`src/rtl/hbp_pkg.sv`:
```
package hbp_pkg;
    typedef enum logic [1:0] {
        S_IDLE  = 2'd0,
        S_READ  = 2'd1,
        S_WRITE = 2'd2
    } acc_state_t;

    localparam logic [7:0] ADDR_STATUS = 8'h00;
    localparam logic [7:0] ADDR_MASK   = 8'h01;
    localparam logic [7:0] ADDR_COND   = 8'h02;
endpackage

```
`src/rtl/hbp_sync.sv`:
```
module hbp_sync #(
    parameter int          W   = 1,
    parameter logic [W-1:0] RST = '0
) (
    input  logic         clk,
    input  logic         rst_n,
    input  logic [W-1:0] d,
    output logic [W-1:0] q
);
    logic [W-1:0] meta;

    always_ff @(posedge clk or negedge rst_n) begin
        if (!rst_n) begin
            meta <= RST;
            q    <= RST;
        end else begin
            meta <= d;
            q    <= meta;
        end
    end
endmodule

```
`src/rtl/hbp_decode.sv`:
```
module hbp_decode (
    input  logic mux_mode,
    input  logic moto_mode,
    input  logic cs_n_s,
    input  logic rd_ds_s,
    input  logic wr_rw_s,
    output logic acc_rd,
    output logic acc_wr
);
    logic ds_on;
    logic rd_act;
    logic wr_act;

    always_comb begin
        ds_on = mux_mode ? ~rd_ds_s : rd_ds_s;
        if (moto_mode) begin
            rd_act = ds_on & wr_rw_s;
            wr_act = ds_on & ~wr_rw_s;
        end else begin
            rd_act = ~rd_ds_s;
            wr_act = ~wr_rw_s;
        end
        acc_rd = ~cs_n_s & rd_act;
        acc_wr = ~cs_n_s & wr_act;
    end
endmodule

```
`src/rtl/hbp_regs.sv`:
```
module hbp_regs
    import hbp_pkg::*;
#(
    parameter int DW = 8,
    parameter int AW = 8
) (
    input  logic          clk,
    input  logic          rst_n,
    input  logic [AW-1:0] addr,
    input  logic [DW-1:0] wdata,
    input  logic          wr_commit,
    input  logic          rd_start,
    input  logic          rd_done,
    input  logic [DW-1:0] cond_s,
    output logic [DW-1:0] rdata,
    output logic          irq_raw
);
    localparam int DEPTH = 1 << AW;

    logic [DW-1:0] mem [DEPTH];
    logic [DW-1:0] status;
    logic [DW-1:0] snap;
    logic [DW-1:0] cond_prev;
    logic [DW-1:0] clr_bits;
    logic          is_status;
    logic          is_cond;

    assign is_status = (addr == AW'(ADDR_STATUS));
    assign is_cond   = (addr == AW'(ADDR_COND));

    always_ff @(posedge clk or negedge rst_n) begin
        if (!rst_n) begin
            for (int i = 0; i < DEPTH; i++) mem[i] <= '0;
        end else if (wr_commit && !is_status && !is_cond) begin
            mem[addr] <= wdata;
        end
    end

    always_comb begin
        clr_bits = (rd_done && is_status) ? snap : '0;
    end

    always_ff @(posedge clk or negedge rst_n) begin
        if (!rst_n) begin
            status    <= '0;
            snap      <= '0;
            cond_prev <= '0;
        end else begin
            cond_prev <= cond_s;
            status    <= (status & ~clr_bits) | (cond_s ^ cond_prev);
            if (rd_start) snap <= status;
        end
    end

    always_comb begin
        if (is_status)    rdata = status;
        else if (is_cond) rdata = cond_s;
        else              rdata = mem[addr];
    end

    assign irq_raw = |(status & mem[AW'(ADDR_MASK)]);

    AST_STATUS_STICKY: assert property (@(posedge clk) disable iff (!rst_n)
        !rd_done |=> ((status & $past(status)) == $past(status)));
    AST_CLEAR_ONLY_ON_READ: assert property (@(posedge clk) disable iff (!rst_n)
        (rd_done && !is_status) |=> ((status & $past(status)) == $past(status)));
endmodule

```
`src/rtl/hostbus_port.sv`:
```
module hostbus_port
    import hbp_pkg::*;
#(
    parameter int DW = 8,
    parameter int AW = 8
) (
    input  logic          clk,
    input  logic          rst_n,
    input  logic          strap_mux,
    input  logic          strap_moto,
    input  logic          test_hiz,
    input  logic          cs_n,
    input  logic          rd_ds,
    input  logic          wr_rw,
    input  logic          ale_as,
    input  logic [AW-2:0] addr_lo,
    input  logic [DW-1:0] data_in,
    output logic [DW-1:0] data_out,
    output logic          data_oe,
    input  logic [DW-1:0] cond_in,
    output logic          irq_low
);
    localparam int CW = 3;
    localparam int PW = 2 + 1 + (AW - 1) + DW + DW;

    logic [CW-1:0] ctl_s;
    logic [PW-1:0] pay_s;
    logic          cs_n_s, rd_ds_s, wr_rw_s;
    logic          mux_s, moto_s, ale_s;
    logic [AW-2:0] alo_s;
    logic [DW-1:0] data_s, cond_s;

    hbp_sync #(.W(CW), .RST({CW{1'b1}})) u_sync_ctl (
        .clk(clk), .rst_n(rst_n), .d({cs_n, rd_ds, wr_rw}), .q(ctl_s));
    hbp_sync #(.W(PW), .RST({PW{1'b0}})) u_sync_pay (
        .clk(clk), .rst_n(rst_n),
        .d({strap_mux, strap_moto, ale_as, addr_lo, data_in, cond_in}), .q(pay_s));

    assign {cs_n_s, rd_ds_s, wr_rw_s}                     = ctl_s;
    assign {mux_s, moto_s, ale_s, alo_s, data_s, cond_s} = pay_s;

    logic acc_rd, acc_wr;

    hbp_decode u_dec (
        .mux_mode(mux_s), .moto_mode(moto_s), .cs_n_s(cs_n_s),
        .rd_ds_s(rd_ds_s), .wr_rw_s(wr_rw_s), .acc_rd(acc_rd), .acc_wr(acc_wr));

    acc_state_t st, st_nx;

    always_ff @(posedge clk or negedge rst_n) begin
        if (!rst_n) st <= S_IDLE;
        else        st <= st_nx;
    end

    always_comb begin
        st_nx = st;
        unique case (st)
            S_IDLE:  if (acc_wr) st_nx = S_WRITE;
                     else if (acc_rd) st_nx = S_READ;
            S_READ:  if (!acc_rd) st_nx = S_IDLE;
            S_WRITE: if (!acc_wr) st_nx = S_IDLE;
            default: st_nx = S_IDLE;
        endcase
    end

    logic wr_commit, rd_start, rd_done, drive;

    always_comb begin
        wr_commit = 1'b0;
        rd_start  = 1'b0;
        rd_done   = 1'b0;
        drive     = 1'b0;
        unique case (st)
            S_IDLE:  rd_start  = acc_rd & ~acc_wr;
            S_READ: begin
                drive   = acc_rd;
                rd_done = ~acc_rd;
            end
            S_WRITE: wr_commit = ~acc_wr;
            default: ;
        endcase
    end

    logic          ale_prev;
    logic          ale_rise;
    logic [AW-1:0] addr_q;
    logic [DW-1:0] wdata_q;

    assign ale_rise = ale_s & ~ale_prev;

    always_ff @(posedge clk or negedge rst_n) begin
        if (!rst_n) begin
            ale_prev <= 1'b0;
            addr_q   <= '0;
            wdata_q  <= '0;
        end else begin
            ale_prev <= ale_s;
            if (st == S_IDLE) begin
                if (mux_s) begin
                    if (ale_rise) addr_q <= data_s[AW-1:0];
                end else begin
                    addr_q <= {ale_s, alo_s};
                end
            end
            if (st == S_WRITE && acc_wr) wdata_q <= data_s;
        end
    end

    logic irq_raw;

    hbp_regs #(.DW(DW), .AW(AW)) u_regs (
        .clk(clk), .rst_n(rst_n), .addr(addr_q), .wdata(wdata_q),
        .wr_commit(wr_commit), .rd_start(rd_start), .rd_done(rd_done),
        .cond_s(cond_s), .rdata(data_out), .irq_raw(irq_raw));

    assign data_oe = drive & ~test_hiz;
    assign irq_low = irq_raw & ~test_hiz;

    AST_TEST_RELEASE: assert property (@(posedge clk) disable iff (!rst_n)
        test_hiz |-> (!data_oe && !irq_low));
    AST_OE_NEEDS_CS: assert property (@(posedge clk) disable iff (!rst_n)
        data_oe |-> !cs_n_s);
    AST_ONE_EVENT: assert property (@(posedge clk) disable iff (!rst_n)
        $onehot0({wr_commit, rd_start, rd_done}));
    AST_WRITE_AFTER_STROBE: assert property (@(posedge clk) disable iff (!rst_n)
        wr_commit |-> $past(acc_wr));
    AST_MUX_ADDR_HOLD: assert property (@(posedge clk) disable iff (!rst_n)
        (mux_s && !ale_rise) |=> $stable(addr_q));
endmodule

```
`config.mk`:
```
export PLATFORM = sky130hd
export DESIGN_NAME = hostbus_port
export DESIGN_NICKNAME = d
export VERILOG_FILES = /design/src/rtl/hbp_pkg.sv /design/src/rtl/hbp_sync.sv /design/src/rtl/hbp_decode.sv /design/src/rtl/hbp_regs.sv /design/src/rtl/hostbus_port.sv
export SDC_FILE = /design/constraint.sdc
export NUM_CORES = 2
export LEC_CHECK = 0
export ABC_CLOCK_PERIOD_IN_PS = 5100
export BUFFER_PORTS_ARGS = -buffer_cell sky130_fd_sc_hd__buf_2
export CORE_MARGIN = 3
export CORE_UTILIZATION = 50
export CTS_CLUSTER_DIAMETER = 120
export DETAILED_ROUTE_END_ITERATION = 8
export GPL_TIMING_DRIVEN = 0
export PLACE_DENSITY = 0.76
export SETUP_SLACK_MARGIN = 0.2
export SLEW_MARGIN = 20
export SYNTH_ARGS = -nofsm -noshare
export SYNTH_HDL_FRONTEND = slang
export SYNTH_HIERARCHICAL = 1
export SYNTH_SLANG_ARGS = --single-unit
export TNS_END_PERCENT = 50
```
`constraint.sdc`:
```
create_clock -name clk -period 5.1 [get_ports clk]
set_clock_uncertainty 0.2 [all_clocks]
set_input_delay 0.51 -clock clk [delete_from_list [all_inputs] [get_ports clk]]
set_output_delay 0.51 -clock clk [all_outputs]
set_load 0.02 [all_outputs]
```
==> flow_summary.ini <==
[run_status]
status = finished clean

[clock_network]
cts-buffers-inserted = 214
clockBufferDepth = 3
cts_root_buf = clkbuf_16
h-tree-depth = 4
clkTransAtPathRegs_ns = 0.06
clock_latency_ns = 0.86
cts_tree = done
cts_sinks = 2148

[grt]
grt_max_degree = 147
grtUsageTotal = 0.400
grt_first_pass_wirelength_um = 544000
grt_pass1_vias = 66400
antenna_found_initial = 44
gr-total-overflow = 0

[timing]
min_period_over_period = 0.998
worst-slew-pin-transition_ns = 1.34
report.final.slew_viol_count = 0
fmax_ghz = 0.197
slew_headroom = 0.105
setup_viol = 0
hold_viol = 0
grt_setup_unrepaired = yes
fin_ws_ns = 0.0125
min_period_ns = 5.09

[logic_synthesis]
avgSynthCellArea_um2 = 15.2
synth_cell_type_count = 73
syn_inst = 6406
ys_seq_elements = 2148
ys_warn_count = 6
async_flop_share = 1.00
synth.largest_area_cell = dfrtp_1
synth_ff_type = dfrtp_1
netlist_top_cells_area = dfrtp_1 (55%), mux2_2 (24%), mux4_2 (8.1%), mux2i_1 (2.5%), nor2_2 (1.3%)
synth_top_area_share = 0.550
syn-cell-area_um2 = 97500
synth-edff-count = 0
seq_area_frac_synth = 0.551
synth_fp_nets = 6438

[floorplan]
chipWidth_um = 448
io-pin-count = 42
core_area_um2 = 193000
rows = 161
dieArea_um2 = 200000
start_util = 0.505
die_h_um = 448

[cells_and_area]
area_growth_pct = 18.1
regArea_um2 = 53800
fin_util = 0.596
nNetsFinal = 6927
multi_input_area_um2 = 42800
drive_gt1_frac = 0.529
fill_cells = 14200

[worst_setup_path]
start_kind = register
required_ns = 4.39
critical_path_class = register to primary output
path_max_fanout = 10
setup.worst_path.end_class = primary output
r2r_cells = 9
crit_arrival_ns = 4.38

[detailed_routing]
drt_wl_total_um = 404000
ant_nets = 0
firstDrtPassIters = 9
viasPerCell = 7.08
drcViolationCount = 0
wl_per_cell_um = 42.0
vias = 68200
drt_iter0_drc = 10300

[power_and_ir_drop]
power_density_nw_per_um2 = 411
vdd_drop_max_mv = 0.335
leakage_nw = 54.4

[place]
port_buffers = 41
post-place-ws_ns = -0.977
place_congestion = 1.08
place_hpwl_um = 272000

[hold_path]
hold_class = input port to asynchronous set/reset pin

[job]
max_cap_violations = 0
metrics by stage:
stage | instance area [µm²] | hold slack, ns | setup TNS, ns | cells | power, W
after floorplan | 97500 | 0.0144 | 0 | 6406 | 0.0222
after global placement | 101000 | 0.132 | - | 8973 | 0.0276
after detailed placement | 102000 | 0.135 | -5.77 | 9004 | 0.0280
after CTS | 114000 | 0.0370 | 0 | 9512 | 0.0459
after global routing | 115000 | 0.0738 | 0 | 9600 | 0.0477
final | 115000 | 0.0586 | 0 | 9632 | 0.0474
state kept, by name (all words and copies together) (netlist names), 3 cells and up:
name,cells
addr_q,8
u_sync_pay/meta,26
u_regs/cond_prev,8
u_sync_ctl/q,3
u_regs/mem,2047
u_sync_ctl/meta,3
u_regs/snap,8
u_sync_pay/q,26
wdata_q,8
u_regs/status,8
synth_stat cells, types with 4 or more instances:
cell type / count
a2111oi_0: 11
a211oi_1: 23
a21o_1: 4
a21oi_1: 35
a221oi_1: 43
a22o_1: 18
a22oi_1: 71
a311oi_1: 4
a31oi_1: 24
and2_1: 5
and3_1: 9
buf_1: 6
buf_2: 84
buf_4: 63
buf_6: 37
clkbuf_1: 292
dfrtp_1: 2142
dfstp_2: 6
inv_1: 6
mux2_2: 2112
mux2i_1: 246
mux4_1: 33
mux4_2: 350
nand2_1: 143
nand2_2: 20
nand2b_1: 11
nand3_1: 40
nand3b_1: 4
nand4_1: 10
nor2_1: 69
nor2_2: 195
nor2b_1: 25
nor3_1: 23
nor4_1: 10
o2111ai_1: 7
o211ai_1: 8
o21ai_0: 40
o221ai_1: 11
o22a_1: 4
o22ai_1: 86
o31ai_1: 7
or3_1: 8
or4_1: 5
xnor2_1: 9
cell type report:
class | instances | area share
Sequential cell | 2148 | 0.467
Multi-Input combinational cell | 3766 | 0.371
Clock buffer | 304 | 0.0533
Buffer | 484 | 0.0408
Timing Repair Buffer | 273 | 0.0290
Tap cell | 2526 | 0.0274
Clock inverter | 86 | 0.0104
Antenna cell | 37 | 0.000804
Inverter | 8 | 0.000337
placed cells by master (no fill, tap or decap), types with 24 or more instances in the layout:
cell / netlist / final
clkbuf_2: 0 / 29
mux4_2: 350 / 356
buf_16: 0 / 88
a22oi_1: 71 / 62
diode_2: 0 / 37
o22ai_1: 86 / 67
dfrtp_1: 2142 / 2139
clkbuf_16: 0 / 221
nor2_2: 195 / 202
dlygate4sd3_1: 0 / 30
nand2_1: 143 / 135
buf_4: 63 / 142
buf_6: 37 / 39
nor2_1: 69 / 57
a21oi_1: 35 / 29
nor2b_1: 25 / 25
clkbuf_8: 0 / 49
clkinv_2: 0 / 43
buf_12: 2 / 86
mux4_1: 33 / 27
buf_2: 84 / 66
mux2i_1: 246 / 230
bufinv_16: 0 / 24
nand3_1: 40 / 31
o21ai_0: 40 / 27
nand2_2: 20 / 24
clkbuf_1: 292 / 272
mux2_2: 2112 / 2111
routing by layer:
metal	track usage	vias up	wire length, µm
li1	-	24900	-
met1	0.472	35900	137000
met2	0.531	5425	160000
met3	0.215	1887	63000
met4	0.334	36	43800
met5	0.00830	-	739
critical path: stages (launching register included):
cell      delay, ns
dfrtp_1        0.50
buf_4          0.29
buf_4          0.34
buf_8          0.31
clkbuf_8       0.31
mux2i_1        0.10
a21oi_1        0.28
o21ai_1        0.17
o311ai_2       0.18
nand4_1        0.41
a31oi_4        0.40
buf_6          0.17
kinds of logic (layout without fill, tap and decap cells):
group | Yosys count | in the layout | synth area share
simple gates | 596 | 596 | 0.0329
flops | 2148 | 2148 | 0.551
compound gates | 419 | 419 | 0.0306
other cells | 0 | 37 | 0
buf+inv | 492 | 1155 | 0.0256
mux | 2742 | 2742 | 0.359
xor+xnor | 9 | 9 | 0.000808
path summary, 6_finish.rpt:
path	startpoint	to	slack, ns
worst max register to register	u_sync_ctl/q[1]$_DFF_PN1_	u_regs/mem[1727]$_DFFE_PN0P_	0.20
min in group clk	data_in[1]	u_sync_pay/meta[9]$_DFF_PN0_	0.08
worst max-delay path	addr_q[4]$_DFFE_PN0P_	data_out[6]	0.01
worst min register to register	u_sync_pay/meta[13]$_DFF_PN0_	u_sync_pay/q[13]$_DFF_PN0_	0.15
worst min-delay path	rst_n	u_regs/mem[1175]$_DFFE_PN0P_	0.06
max in group asynchronous	rst_n	u_regs/mem[606]$_DFFE_PN0P_	1.54
what timing repair did:
item,CTS,global route
setup buffers,83,82
pin swaps,37,45
hold buffers,31,0
resized for setup,717,135
endpoints found under the hold margin,352,0
gates cloned,4,1
endpoints found under the setup margin,8,8
power breakdown:
group	leakage (nW)	total (W)	switching (W)	internal (W)
sequential	29.7	0.0178	0.000302	0.0175
clock	3.61	0.0167	0.00707	0.00960
combinational	21.1	0.0129	0.00913	0.00373
total	54.4	0.0474	0.0165	0.0308
(Power assumes the default switching activity.)
